`config.mk`:
```
export PLATFORM = sky130hd
export DESIGN_NAME = cir_run_encoder
export DESIGN_NICKNAME = d
export VERILOG_FILES = /design/src/rtl/cir_enc_pkg.sv /design/src/rtl/cir_sync.sv /design/src/rtl/cir_prescaler.sv /design/src/rtl/cir_glitch_filter.sv /design/src/rtl/cir_run_packer.sv /design/src/rtl/cir_run_encoder.sv
export SDC_FILE = /design/constraint.sdc
export NUM_CORES = 1
export LEC_CHECK = 0
export BUFFER_PORTS_ARGS = -buffer_cell sky130_fd_sc_hd__buf_2
export CELL_PAD_IN_SITES_DETAIL_PLACEMENT = 0
export CELL_PAD_IN_SITES_GLOBAL_PLACEMENT = 2
export CORE_MARGIN = 2
export CORE_UTILIZATION = 30
export DETAILED_ROUTE_END_ITERATION = 6
export GPL_TIMING_DRIVEN = 0
export PLACE_DENSITY = 0.77
export SKIP_CTS_REPAIR_TIMING = 1
export SLEW_MARGIN = 10
export SYNTH_ARGS = -nofsm -noshare
export SYNTH_HDL_FRONTEND = slang
export SYNTH_HIERARCHICAL = 1
export SYNTH_SLANG_ARGS = --single-unit
```
`constraint.sdc`:
```
create_clock -name clk_i -period 8.1 [get_ports clk_i]
set_input_delay 0.81 -clock clk_i [delete_from_list [all_inputs] [get_ports clk_i]]
set_output_delay 0.81 -clock clk_i [all_outputs]
set_load 0.005 [all_outputs]
```
`src/rtl/cir_enc_pkg.sv`:
```
`timescale 1ns/1ps
package cir_enc_pkg;
  localparam int unsigned LEN_W   = 7;
  localparam logic [1:0]  MODE_IR = 2'b11;

  typedef struct packed {
    logic             lvl;
    logic [LEN_W-1:0] len;
  } run_sym_t;
endpackage

```
`src/rtl/cir_sync.sv`:
```
`timescale 1ns/1ps
module cir_sync #(
  parameter int unsigned STAGES = 2
) (
  input  logic clk_i,
  input  logic rst_ni,
  input  logic d_i,
  output logic q_o
);
  logic [STAGES-1:0] ff_q;

  generate
    if (STAGES == 1) begin : g_one
      always_ff @(posedge clk_i or negedge rst_ni)
        if (!rst_ni) ff_q <= '0;
        else         ff_q <= d_i;
    end else begin : g_chain
      always_ff @(posedge clk_i or negedge rst_ni)
        if (!rst_ni) ff_q <= '0;
        else         ff_q <= {ff_q[STAGES-2:0], d_i};
    end
  endgenerate

  assign q_o = ff_q[STAGES-1];
endmodule

```
`src/rtl/cir_prescaler.sv`:
```
`timescale 1ns/1ps
module cir_prescaler #(
  parameter int unsigned DIV = 64
) (
  input  logic clk_i,
  input  logic rst_ni,
  input  logic en_i,
  output logic tick_o
);
  localparam int unsigned CW   = (DIV > 1) ? $clog2(DIV) : 1;
  localparam logic [CW-1:0] LAST = CW'(DIV - 1);

  logic [CW-1:0] cnt_q;

  assign tick_o = en_i && (cnt_q == LAST);

  always_ff @(posedge clk_i or negedge rst_ni) begin
    if (!rst_ni)               cnt_q <= '0;
    else if (!en_i || tick_o)  cnt_q <= '0;
    else                       cnt_q <= cnt_q + 1'b1;
  end
endmodule

```
`src/rtl/cir_glitch_filter.sv`:
```
`timescale 1ns/1ps
module cir_glitch_filter #(
  parameter int unsigned NW = 6
) (
  input  logic          clk_i,
  input  logic          rst_ni,
  input  logic          clr_i,
  input  logic          tick_i,
  input  logic          smp_i,
  input  logic [NW-1:0] thr_i,
  output logic          lvl_o
);
  logic          lvl_q, lvl_d;
  logic [NW-1:0] alt_q, alt_d;

  // a new level is accepted on its (thr+1)-th consecutive sample
  always_comb begin
    lvl_d = lvl_q;
    alt_d = alt_q;
    if (smp_i == lvl_q) begin
      alt_d = '0;
    end else if (alt_q >= thr_i) begin
      lvl_d = smp_i;
      alt_d = '0;
    end else begin
      alt_d = alt_q + 1'b1;
    end
  end

  always_ff @(posedge clk_i or negedge rst_ni) begin
    if (!rst_ni) begin
      lvl_q <= 1'b0;
      alt_q <= '0;
    end else if (clr_i) begin
      lvl_q <= 1'b0;
      alt_q <= '0;
    end else if (tick_i) begin
      lvl_q <= lvl_d;
      alt_q <= alt_d;
    end
  end

  assign lvl_o = lvl_d;
endmodule

```
`src/rtl/cir_run_packer.sv`:
```
`timescale 1ns/1ps
module cir_run_packer
  import cir_enc_pkg::*;
#(
  parameter int unsigned IW = 8
) (
  input  logic          clk_i,
  input  logic          rst_ni,
  input  logic          clr_i,
  input  logic          tick_i,
  input  logic          lvl_i,
  input  logic [IW-1:0] idle_thr_i,
  output logic          wr_o,
  output run_sym_t      sym_o,
  output logic          pkt_end_o
);
  localparam logic [LEN_W-1:0] LEN_MAX = '1;

  logic             act_q, act_d;
  logic             lvl_q, lvl_d;
  logic [LEN_W-1:0] cnt_q, cnt_d;
  logic [IW:0]      sp_q, sp_d;
  logic             wr_d, pkt_d;
  run_sym_t         sym_d;

  always_comb begin
    act_d = act_q;
    lvl_d = lvl_q;
    cnt_d = cnt_q;
    sp_d  = sp_q;
    sym_d = sym_o;
    wr_d  = 1'b0;
    pkt_d = 1'b0;
    if (tick_i) begin
      if (!act_q) begin
        // idle: wait for a pulse
        if (lvl_i) begin
          act_d = 1'b1;
          lvl_d = 1'b1;
          cnt_d = '0;
        end
      end else if (lvl_i != lvl_q) begin
        wr_d  = 1'b1;
        sym_d = '{lvl: lvl_q, len: cnt_q};
        lvl_d = lvl_i;
        cnt_d = '0;
        if (!lvl_i) begin
          sp_d = (IW+1)'(1);
          if (idle_thr_i == '0) begin
            pkt_d = 1'b1;
            act_d = 1'b0;
          end
        end
      end else if (!lvl_i && ({1'b0, idle_thr_i} <= sp_q)) begin
        // packet end takes priority over a chunk write
        pkt_d = 1'b1;
        act_d = 1'b0;
      end else begin
        if (cnt_q == LEN_MAX) begin
          wr_d  = 1'b1;
          sym_d = '{lvl: lvl_q, len: LEN_MAX};
          cnt_d = '0;
        end else begin
          cnt_d = cnt_q + 1'b1;
        end
        if (!lvl_i) sp_d = sp_q + 1'b1;
      end
    end
  end

  always_ff @(posedge clk_i or negedge rst_ni) begin
    if (!rst_ni) begin
      act_q     <= 1'b0;
      lvl_q     <= 1'b0;
      cnt_q     <= '0;
      sp_q      <= '0;
      wr_o      <= 1'b0;
      pkt_end_o <= 1'b0;
      sym_o     <= '0;
    end else if (clr_i) begin
      act_q     <= 1'b0;
      lvl_q     <= 1'b0;
      cnt_q     <= '0;
      sp_q      <= '0;
      wr_o      <= 1'b0;
      pkt_end_o <= 1'b0;
      sym_o     <= '0;
    end else begin
      act_q     <= act_d;
      lvl_q     <= lvl_d;
      cnt_q     <= cnt_d;
      sp_q      <= sp_d;
      wr_o      <= wr_d;
      pkt_end_o <= pkt_d;
      sym_o     <= sym_d;
    end
  end
endmodule

```
`src/rtl/cir_run_encoder.sv`:
```
`timescale 1ns/1ps
module cir_run_encoder
  import cir_enc_pkg::*;
#(
  parameter int unsigned PRESCALE    = 64,
  parameter int unsigned NOISE_W     = 6,
  parameter int unsigned IDLE_W      = 8,
  parameter int unsigned SYNC_STAGES = 2
) (
  input  logic               clk_i,
  input  logic               rst_ni,
  input  logic               ir_i,
  input  logic               glb_en_i,
  input  logic               rx_en_i,
  input  logic [1:0]         mode_i,
  input  logic               inv_i,
  input  logic [NOISE_W-1:0] noise_thr_i,
  input  logic [IDLE_W-1:0]  idle_thr_i,
  output logic               wr_o,
  output logic [7:0]         wr_data_o,
  output logic               pkt_end_o
);
  logic     en_w, tick_w, raw_w, smp_w, flt_w;
  run_sym_t sym_w;

  assign en_w = glb_en_i & rx_en_i & (mode_i == MODE_IR);

  cir_sync #(.STAGES(SYNC_STAGES)) u_sync (
    .clk_i (clk_i),
    .rst_ni(rst_ni),
    .d_i   (ir_i),
    .q_o   (raw_w)
  );

  assign smp_w = raw_w ^ inv_i;

  cir_prescaler #(.DIV(PRESCALE)) u_div (
    .clk_i (clk_i),
    .rst_ni(rst_ni),
    .en_i  (en_w),
    .tick_o(tick_w)
  );

  cir_glitch_filter #(.NW(NOISE_W)) u_flt (
    .clk_i (clk_i),
    .rst_ni(rst_ni),
    .clr_i (!en_w),
    .tick_i(tick_w),
    .smp_i (smp_w),
    .thr_i (noise_thr_i),
    .lvl_o (flt_w)
  );

  cir_run_packer #(.IW(IDLE_W)) u_pack (
    .clk_i     (clk_i),
    .rst_ni    (rst_ni),
    .clr_i     (!en_w),
    .tick_i    (tick_w),
    .lvl_i     (flt_w),
    .idle_thr_i(idle_thr_i),
    .wr_o      (wr_o),
    .sym_o     (sym_w),
    .pkt_end_o (pkt_end_o)
  );

  assign wr_data_o = sym_w;
endmodule

```
# Yosys cells after proc, flatten, opt, wreduce, memory -nomap -nowiden
# Index checks and enable logic that the tools add are counted.
# op_classes
eq_ne	13
n_reduce_logical	10
addsub	4
n_mux	55
n_bitwise	3
order_cmp	2
# op_table
op	n
2-to-1 mux 9 bit	7
2-to-1 mux 7 bit	7
2-to-1 mux 8 bit	6
2-to-1 mux 1 bit	30
2-to-1 mux 6 bit	5
adder 6 x 1 -> 6 bit (second input constant)	2
adder 9 x 1 -> 9 bit (second input constant)	1
less-or-equal comparator 8 x 9 -> 1 bit	1
logical NOT 8 bit	1
AND reduction 4 bit	2
adder 7 x 1 -> 7 bit (second input constant)	1
equality test 7 bit (second input constant)	1
equality test 6 bit (second input constant)	1
>= comparator 6 bit	1
!= test 3 x 1 -> 1 bit (second input constant)	2
AND reduction 3 bit	2
!= test 2 bit (second input constant)	2
!= test 4 bit (second input constant)	1
!= test 3 x 2 -> 1 bit (second input constant)	1
!= test 3 bit (second input constant)	1
AND 1 bit	2
equality test 2 bit (second input constant)	1
logical AND 1 bit	2
logical NOT 1 bit	2
other kinds (5)	5
# totals
register_bits	43
output_inout_bits	10
elab_cells	99

# Depth between registers and ports, before layout
# Gate-level depths: netlist of the first run.
# logic_depth
word_depth	10
ltp_mapped	13
depth_no_buf	12

# Modules after synthesis
# The synthesis of the first run kept the hierarchy.
# by_module_without_submodules
mod	area_each_um2	n_inst	cells_per_inst
cir_run_packer	1793.0	1	194
cir_glitch_filter	564.3	1	60
cir_prescaler	274.0	1	28
cir_sync	50.0	1	2
cir_run_encoder	23.8	1	3

# Least setup slack after synthesis of the first run
# OpenSTA, ideal clock, no wires.
# synth_timing
path_type	input-to-reg
start	input port noise_thr_i[5]
end	register u_pack.cnt_q[5]
stages	12
t_required_ns	7.960
slack_ns	4.957
setup_ns	0.140
arrival_ns	3.004
path_cell_list	inv_1 > ha_1 > nand4_1 > o211ai_1 > mux2_2 > buf_6 > xnor2_4 > and2b_4 > and2_4 > or2_1 > o311ai_0 > o41ai_1
# synth_between
elab_chain_cells	8
elab_cells_between_ends	13
# synth_lines
item	line_no	source
from (decl)	cir_run_encoder.sv:17	input logic [NOISE_W-1:0] noise_thr_i,
>= comparator 6 bit *	cir_glitch_filter.sv:22	end else if (alt_q >= thr_i) begin
2-to-1 mux 1 bit *	cir_glitch_filter.sv:22	
2-to-1 mux 1 bit *	cir_glitch_filter.sv:20	if (smp_i == lvl_q) begin
net flt_w	cir_run_encoder.sv:23	logic en_w, tick_w, raw_w, smp_w, flt_w;
!= test 1 bit	cir_run_packer.sv:42	end else if (lvl_i != lvl_q) begin
2-to-1 mux 7 bit	cir_run_packer.sv:42	
2-to-1 mux 7 bit	cir_run_packer.sv:35	if (!act_q) begin
2-to-1 mux 7 bit	cir_run_packer.sv:34	if (tick_i) begin
2-to-1 mux 7 bit	cir_run_packer.sv:80	end else if (clr_i) begin
to (signal assigned)	cir_run_packer.sv:91	cnt_q <= cnt_d;
to (decl)	cir_run_packer.sv:21	logic [LEN_W-1:0] cnt_q, cnt_d;
# The timed path passes the listed nets; every way through them passes the cells marked *. The select of a mux whose other input is x is not followed.
# A chain may end at the register's enable or synchronous reset.

# Final worst setup path of the first run
# Same ends and word-level chain as after synthesis.

==> impl_metrics.toml, run 1 <==
[run_status]
outcome = "finished, final reports clean"

[sta]
slew_headroom_pct = 33.84
finalClockSkew_ns = 0.003065
fmax_ghz = 0.3043
drv_slew = 0
setup_tns_ns = 0
finalSetupViolations = 0
hold_viol_final = 0
timing.final.crit_period_ns = 3.287
grt_setup_unrepaired = "no"
min_period_over_period_pct = 40.58
worstMarginPinSlew_ns = 0.9923
holdWs_ns = 0.3693

[global_routing]
grt_max_degree = 44
grt_pass1_vias = 2257
grt_pass1_wl_mm = 10.94
overflow = 0
antenna_found_initial = 0
grtUsageTotal_pct = 13.56

[drt]
first_pass_iters = 4
wl_mm = 6.210
drcViolationCount = 0
postRouteAntennaNets = 0
via_count = 2264
drtIter0Drc = 70
via_per_inst = 5.217
wl_per_cell_um = 14.31

[job]
max-cap-violations = 0

[clock_network]
numCtsBuffers = 5
cts_max_path_buffers = 2
root_buffer = "clkbuf_8"
cts_tree = "yes"
clock_latency_ns = 0.29
clk_pin_slew_worst_paths_ns = 0.08
cts_sinks = 43
cts_max_level = 2

[hold_path]
hp-class = "reg2reg"
worstHoldPathCells = 0

[logic_synthesis]
netlist_area_um2 = 2705
yosysTopAreaCell = "dfrtp_1"
netlist_instances = 287
netlist_top_cells_area = "dfrtp_1, ha_1, nand2_1"
synth_warnings = 6
synth_nets = 327
synth-edff-count = 0
synthFlopType = "dfrtp_1"
synthArstFlopShare_pct = 100.0
yosysTopAreaCellShare_pct = 39.78
synth-seq-cells = 43
postSynthAreaPerCell_um2 = 9.425
yosysUniqueCellTypes = 61
yosysSeqAreaShare_pct = 39.78

[setup_path]
arrival_ns = 3.47
path_max_fanout = 9
startpoint_type = "primary input"
crit_path_end_kind = "flip-flop"
required_ns = 8.28
reg2regPathDepth = 12
worstSetupPathType = "in2reg"

[final_layout]
mostFrequentLayoutCells = "dfrtp_1, nand2_1, buf_2"
layout.nets = 365
drive_gt1_share_pct = 20.55
antenna_cells = 0
final_common_cell = "dfrtp_1"
syn2layout_area_growth_pct = 14.62
fill_cells = 906

[floorplan]
rows = 34
die_x_um = 98.96
die-area_um2 = 9792
dieHeight_um = 98.96
initial_core_util_pct = 31.02
core-area_um2 = 8721
io_pins = 32

[placement]
port_buffers = 31
gp_congestion = 0.7629
dp_hpwl_mm = 4.631

[pwr]
ir_drop_mv = 0.06386
p_leak_nw = 1.357
power.density_nw_per_um2 = 129.5
==> metal layers <==
metal	up-vias	part of all wire, %	wire length [um]	GRT usage (%)
li1	1125	-	-	-
met3	5	3.5	216	2.624
met4	0	0.90	56	3.793
met2	31	47	2935	22.19
met5	-	0	0	0
met1	1103	48	3002	18.32
==> metrics by stage <==
| stage | setup slack [ns] | power (mW) | utilization (%) | cells | instance area (um^2) |
|---|---|---|---|---|---|
| after floorplan | 4.957 | 0.2392 | - | 287 | 2705 |
| after global placement | 4.227 | 0.2551 | 34.35 | 426 | 2995 |
| after detailed placement | 4.269 | 0.2553 | 34.35 | 426 | 2995 |
| after CTS | 4.564 | 0.4101 | 35.50 | 434 | 3095 |
| after global routing | 4.680 | 0.4233 | 35.55 | 434 | 3100 |
| final | 4.813 | 0.4015 | 35.55 | 434 | 3100 |
==> registers in the layout, indices dropped and copies added (netlist names) <==
name and cells:
u_pack/wr_o 1, u_flt/lvl_q 1, u_pack/pkt_end_o 1, u_pack/sp_q 9, u_pack/sym_o 8, u_pack/lvl_q 1, u_pack/act_q 1, u_flt/alt_q 6
u_sync/ff_q 2, u_pack/cnt_q 7, u_div/cnt_q 6
==> kinds of logic (layout without fill, tap and decap cells) <==
family | Yosys count | in the layout | synth area share (%)
xor gates and xnor gates | 6 | 6 | 2.637
muxes | 1 | 1 | 0.4163
DFF | 43 | 43 | 39.78
and+or+nand+nor | 112 | 112 | 21.28
adders and majority gates | 18 | 18 | 8.326
AOI/OAI and AO/OA | 77 | 77 | 22.48
buffers and inverters | 30 | 69 | 5.087
==> synthesized netlist by cell type, types with 3 or more instances <==
cell type  count
a21o_1         4
a21oi_1       11
and3_1         3
dfrtp_1       43
ha_1          18
inv_1         23
nand2_1       40
nand2b_1       5
nand3_1       17
nor2_1        16
nor3_1         6
o211ai_1      14
o21ai_0       11
o311ai_0       5
o311ai_2       3
o31ai_1        4
or2_2          3
xor2_1         3
==> path summary, 6_finish.rpt <==
kind                                               end  slack [ns]                       start
setup / recovery           u_pack/cnt_q[5]$_DFFE_PN0P_        4.81              noise_thr_i[5]
hold / removal                u_sync/ff_q[1]$_DFF_PN0_        0.37    u_sync/ff_q[0]$_DFF_PN0_
setup reg to reg           u_pack/cnt_q[5]$_DFFE_PN0P_        4.98  u_flt/alt_q[0]$_DFFE_PN0P_
hold reg to reg               u_sync/ff_q[1]$_DFF_PN0_        0.37    u_sync/ff_q[0]$_DFF_PN0_
max in group asynchronous   u_flt/alt_q[5]$_DFFE_PN0P_        6.81                      rst_ni
min in group asynchronous  u_pack/sym_o[0]$_DFFE_PN0P_        0.66                      rst_ni
==> power by group <==
group | total [mW] | switching, mW | leakage, nW | internal [mW]
clock | 0.151 | 0.0732 | 0.0515 | 0.0779
sequential | 0.215 | 0.000318 | 0.596 | 0.215
combinational | 0.0350 | 0.0222 | 0.709 | 0.0128
==> worst max-delay path, cell delays in order <==
cell	delay [ns]
buf_2	0.08
inv_1	0.04
ha_1	0.36
nand4_1	0.17
o211ai_1	0.31
mux2_2	0.39
buf_6	0.15
o21ai_0	0.28
nor2b_1	0.45
or2_1	0.21
o311ai_0	0.13
o41ai_1	0.09
==> area by class of cell <==
| type | count | area [um^2] | area share, % |
|---|---|---|---|
| Clock buffer | 8 | 100.1 | 3.228 |
| Multi-Input combinational cell | 214 | 1496 | 48.26 |
| Buffer | 7 | 51.30 | 1.655 |
| Inverter | 23 | 86.33 | 2.785 |
| Tap cell | 108 | 135.1 | 4.358 |
| Sequential cell | 43 | 1076 | 34.71 |
| Timing Repair Buffer | 31 | 155.1 | 5.004 |
Power figures use the tool's default switching activity.
==> run 2: changes to the inputs <==
- PLACE_DENSITY: 0.77 -> 0.8
- clock period: 8.1 -> 2.7 ns (I/O delays scaled with it)
==> impl_metrics.toml, run 2 (same netlist as run 1, synthesis figures left out) <==
[sta]
grt_setup_unrepaired = "yes"
worstMarginPinSlew_ns = 0.9855
holdWs_ns = 0.07754
drv_slew = 0
fmax_ghz = 0.3614
min_period_over_period_pct = 102.5
worst_slack_ns = -0.06671
setup_tns_ns = -0.1789
finalClockSkew_ns = 0.009151
hold_viol_final = 0
timing.final.crit_period_ns = 2.767
slew_headroom_pct = 34.30
finalSetupViolations = 6

[setup_path]
reg2regPathDepth = 10
worstSetupPathType = "reg2reg"
cp_slowest_cell = "dfrtp_2"
cpPeakStageDelay_ns = 0.45
cp_cell_sequence = "ha_4 -> nand4_1 -> o211ai_1 -> mux2_4 -> xnor2_4 -> and2b_4 -> and2_4 -> nand2_4 -> or2_4 -> o31ai_2"
arrival_ns = 2.98
timing.rr.end = "u_pack/cnt_q[3]$_DFFE_PN0P_"
required_ns = 2.91
rr_startpoint = "u_flt/alt_q[3]$_DFFE_PN0P_"
path_max_fanout = 7
crit_path_end_kind = "flip-flop"
startpoint_type = "flip-flop"
reg2reg_slack_ns = -0.07

[drt]
via_per_inst = 5.149
via_count = 2276
wl_per_cell_um = 14.40
postRouteAntennaNets = 0
drcViolationCount = 0
wl_mm = 6.367
first_pass_iters = 4
drtIter0Drc = 157

[placement]
gp_congestion = 0.8051
port_buffers = 31
placed_cells = 426
post_dp_cell_area_um2 = 3013
dp_hpwl_mm = 4.615

[final_layout]
syn2layout_area_growth_pct = 20.95
largest_reg_flops = 9
antenna_cells = 0
instances_no_fill = 442
fin_area_um2 = 3272
final_common_cell = "dfrtp_1"
fill_cells = 865
final_util_pct = 37.52
layout.nets = 373
drive_gt1_share_pct = 27.54
reg_top3 = "u_pack/sp_q (9), u_pack/sym_o (8), u_pack/cnt_q (7)"
top_register = "u_pack/sp_q"
mostFrequentLayoutCells = "dfrtp_1, nand2_1, buf_2"

[pwr]
ir_drop_mv = 0.1506
power.density_nw_per_um2 = 357.7
p_leak_nw = 1.430

[global_routing]
grtUsageTotal_pct = 13.31
grt_max_degree = 44
antenna_found_initial = 0
grt_pass1_vias = 2206
grt_pass1_wl_mm = 10.65
overflow = 0

[job]
max-cap-violations = 0

[hold_path]
min_to = "u_sync/ff_q[0]$_DFF_PN0_"
worstHoldPathCells = 1
min-delay-start = "ir_i"
hp-class = "in2reg"

[run_status]
violations = "negative setup slack"
outcome = "finished with violations"

[clock_network]
numCtsBuffers = 5
cts_max_path_buffers = 2
cts_sinks = 43
clk_pin_slew_worst_paths_ns = 0.08
root_buffer = "clkbuf_8"
cts_max_level = 2
clock_latency_ns = 0.30
cts_tree = "yes"

[floorplan]
die-area_um2 = 9792
die_x_um = 98.96
core-area_um2 = 8721
initial_core_util_pct = 31.02
dieHeight_um = 98.96
io_pins = 32
rows = 34
-- run 2: cell count changes in the layout (fill, tap and decap cells not counted), moves of 3 or more --
| cell | change |
|---|---|
| buf_4 | +9 |
| clkinv_2 | +3 |
| dfrtp_1 | -3 |
| dfrtp_2 | +3 |
| ha_1 | -3 |
| ha_4 | +3 |
-- run 2: area by class of cell --
type / count / area [um^2] / share of cell area, %
sequential: 43 / 1080 / 33.00
tap: 108 / 135.1 / 4.130
multi-input combinational: 214 / 1612 / 49.25
timing repair buffer: 41 / 230.2 / 7.036
clock buffer: 5 / 68.82 / 2.103
clock inverter: 3 / 15.01 / 0.4589
buffer: 5 / 45.04 / 1.377
inverter: 23 / 86.33 / 2.639
-- run 2: worst max path at each step --
stage / slack [ns] / to / startpoint / cells after the start
floorplan: 0.009 / u_pack/cnt_q[5]$_DFFE_PN0P_ / u_flt/alt_q[4]$_DFFE_PN0P_ / 11
global placement: -0.72 / u_pack/sp_q[7]$_DFFE_PN0P_ / u_div/cnt_q[0]$_DFF_PN0_ / 9
detailed placement: -0.32 / u_pack/cnt_q[2]$_DFFE_PN0P_ / u_flt/alt_q[0]$_DFFE_PN0P_ / 13
CTS: -0.36 / u_pack/cnt_q[2]$_DFFE_PN0P_ / u_flt/alt_q[0]$_DFFE_PN0P_ / 13
global route: -0.23 / u_pack/cnt_q[3]$_DFFE_PN0P_ / u_flt/alt_q[3]$_DFFE_PN0P_ / 10
finish: -0.07 / u_pack/cnt_q[3]$_DFFE_PN0P_ / u_flt/alt_q[3]$_DFFE_PN0P_ / 10
-- run 2: report_power, final --
part | internal [mW] | switching (mW) | total [mW]
Clock | 0.177 | 0.223 | 0.400
Combinational | 0.0494 | 0.0744 | 0.124
Sequential | 0.645 | 0.00101 | 0.646
-- run 2: worst max-delay path: cells and delay by family (launching register included) --
kind            cells  cell delay, ns
flops               1            0.45
simple gates        5            0.84
mux                 1            0.40
xor+xnor            1            0.17
compound gates      2            0.54
fa+ha+maj           1            0.28
-- run 2: per-stage QoR --
stage          setup slack, ns  total power [mW]
6_report              -0.06671             1.170
2_1_floorplan         0.008846            0.7187
5_1_grt                -0.2296             1.239
3_3_place_gp           -0.7178            0.7665
3_5_place_dp           -0.3159            0.7675
4_1_cts                -0.3597             1.177
-- run 2: layer usage --
metal	vias up	routed length, um	part of all wire (%)	GRT usage, %
li1	1141	-	-	-
met4	0	57	0.90	4.004
met5	-	0	0	0
met1	1102	3125	49	18.54
met2	27	3005	47	21.15
met3	6	178	2.8	2.340
==> run 3: changes to the inputs <==
- CORE_UTILIZATION: 30 -> 33
- PLACE_DENSITY: 0.8 -> 0.86
==> impl_metrics.toml, run 3 (same netlist as run 1, synthesis figures left out) <==
[run_status]
outcome = "finished with violations"
violations = "negative setup slack"

[final_layout]
largest_reg_flops = 9
syn2layout_area_growth_pct = 24.65
layout.nets = 384
final_util_pct = 41.67
drive_gt1_share_pct = 29.94
antenna_cells = 0
final_common_cell = "dfrtp_1"
mostFrequentLayoutCells = "dfrtp_1, nand2_1, buf_2"
reg_top3 = "u_pack/sp_q (9), u_pack/sym_o (8), u_pack/cnt_q (7)"
top_register = "u_pack/sp_q"

[global_routing]
grt_pass1_vias = 2180
grtUsageTotal_pct = 14.57
grt_max_degree = 44
overflow = 0
antenna_found_initial = 0
grt_pass1_wl_mm = 10.21

[clock_network]
numCtsBuffers = 5
cts_max_path_buffers = 2
cts_max_level = 2
clock_latency_ns = 0.29
clk_pin_slew_worst_paths_ns = 0.08
root_buffer = "clkbuf_8"
cts_tree = "yes"
cts_sinks = 43

[sta]
hold_viol_final = 0
drv_slew = 0
holdWs_ns = 0.08662
timing.final.crit_period_ns = 2.784
slew_headroom_pct = 35.84
worst_slack_ns = -0.08421
fmax_ghz = 0.3592
finalSetupViolations = 5
min_period_over_period_pct = 103.1
grt_setup_unrepaired = "yes"
finalClockSkew_ns = 0.004454
worstMarginPinSlew_ns = 0.9624

[pwr]
ir_drop_mv = 0.1387
report.power.total_mw = 1.186
power.density_nw_per_um2 = 351.8
p_leak_nw = 1.501

[setup_path]
startpoint_type = "flip-flop"
required_ns = 2.91
arrival_ns = 2.99
cpPeakStageDelay_ns = 0.43
crit_path_end_kind = "flip-flop"
cp_cell_sequence = "ha_4 -> buf_4 -> a21o_1 -> nand3_1 -> o211ai_1 -> mux2_4 -> xnor2_4 -> and2b_4 -> and2_4 -> nand2_4 -> or2_4 -> o31ai_4"
path_max_fanout = 8
cp_slowest_cell = "dfrtp_1"
worstSetupPathType = "reg2reg"

[drt]
postRouteAntennaNets = 0
wl_per_cell_um = 13.98
first_pass_iters = 6
wl_mm = 6.276
via_count = 2342
drcViolationCount = 0
via_per_inst = 5.216
drtIter0Drc = 92

[placement]
dp_hpwl_mm = 4.527
port_buffers = 31
gp_congestion = 0.7979

[floorplan]
die_x_um = 94.54
rows = 33
die-area_um2 = 8938
dieHeight_um = 94.54
core-area_um2 = 8093
io_pins = 32
initial_core_util_pct = 33.43

[hold_path]
hp-class = "in2reg"

[job]
max-cap-violations = 0
-- run 3: changes by cell type in the layout (fill, tap and decap cells not counted), sizes merged --
| cell | change |
|---|---|
| buf | +10 |
| clkbuf | +2 |
| clkinv | -2 |
-- run 3: routing by layer --
layer	up-vias	share of wire [%]	wire length [um]	GRT usage (%)
li1	1161	-	-	-
met1	1137	47	2948	18.18
met2	37	48	3022	24.58
met3	7	3.7	230	3.751
met4	0	1.2	74	4.831
met5	-	0	0	0
-- run 3: critical path: cells and delay by family, from the launching register on --
| family | cells | cell delay, ns |
|---|---|---|
| AOI/OAI and AO/OA | 3 | 0.54 |
| xor gates and xnor gates | 1 | 0.18 |
| adders and majority gates | 1 | 0.25 |
| buffers and inverters | 1 | 0.12 |
| DFF | 1 | 0.43 |
| muxes | 1 | 0.41 |
| and+or+nand+nor | 5 | 0.75 |
-- run 3: final timing paths --
path	start	endpoint	slack (ns)	cells past startpoint
worst min register to register	u_sync/ff_q[0]$_DFF_PN0_	u_sync/ff_q[1]$_DFF_PN0_	0.36	0
min in group asynchronous	rst_ni	u_div/cnt_q[0]$_DFF_PN0_	0.13	1
worst max register to register	u_flt/alt_q[3]$_DFFE_PN0P_	u_pack/cnt_q[2]$_DFFE_PN0P_	-0.08	12
worst min-delay path	ir_i	u_sync/ff_q[0]$_DFF_PN0_	0.09	1
worst max-delay path	u_flt/alt_q[3]$_DFFE_PN0P_	u_pack/cnt_q[2]$_DFFE_PN0P_	-0.08	12
max in group asynchronous	rst_ni	u_flt/alt_q[5]$_DFFE_PN0P_	1.92	1
-- run 3: metrics by stage --
stage / cell area [um^2] / TNS (ns) / setup slack [ns] / std cells
4_1_cts: 3092 / -11.52 / -0.6607 / 430
6_report: 3372 / -0.2642 / -0.08421 / 449
3_5_place_dp: 3004 / -11.26 / -0.6448 / 423
2_1_floorplan: 2718 / 0 / 0.008846 / 287
3_3_place_gp: 3004 / -10.26 / -0.6278 / 423
5_1_grt: 3372 / -1.400 / -0.2064 / 449
-- run 3: report_power, final --
part | total [mW] | internal, mW | leakage [nW] | switching (mW)
registers | 0.646 | 0.645 | 0.593 | 0.000965
clock network | 0.417 | 0.201 | 0.0470 | 0.216
logic | 0.123 | 0.0490 | 0.861 | 0.0740
-- run 3: final cells by class --
class	instances	area (um^2)
multi-input cells	214	1637
fillers	844	4721
plain buffers	6	46.29
clock inverters	1	5.005
well taps	105	131.4
flip-flops and latches	43	1079
repair buffers	51	305.3
inverters	23	86.33
clock buffers	6	82.58
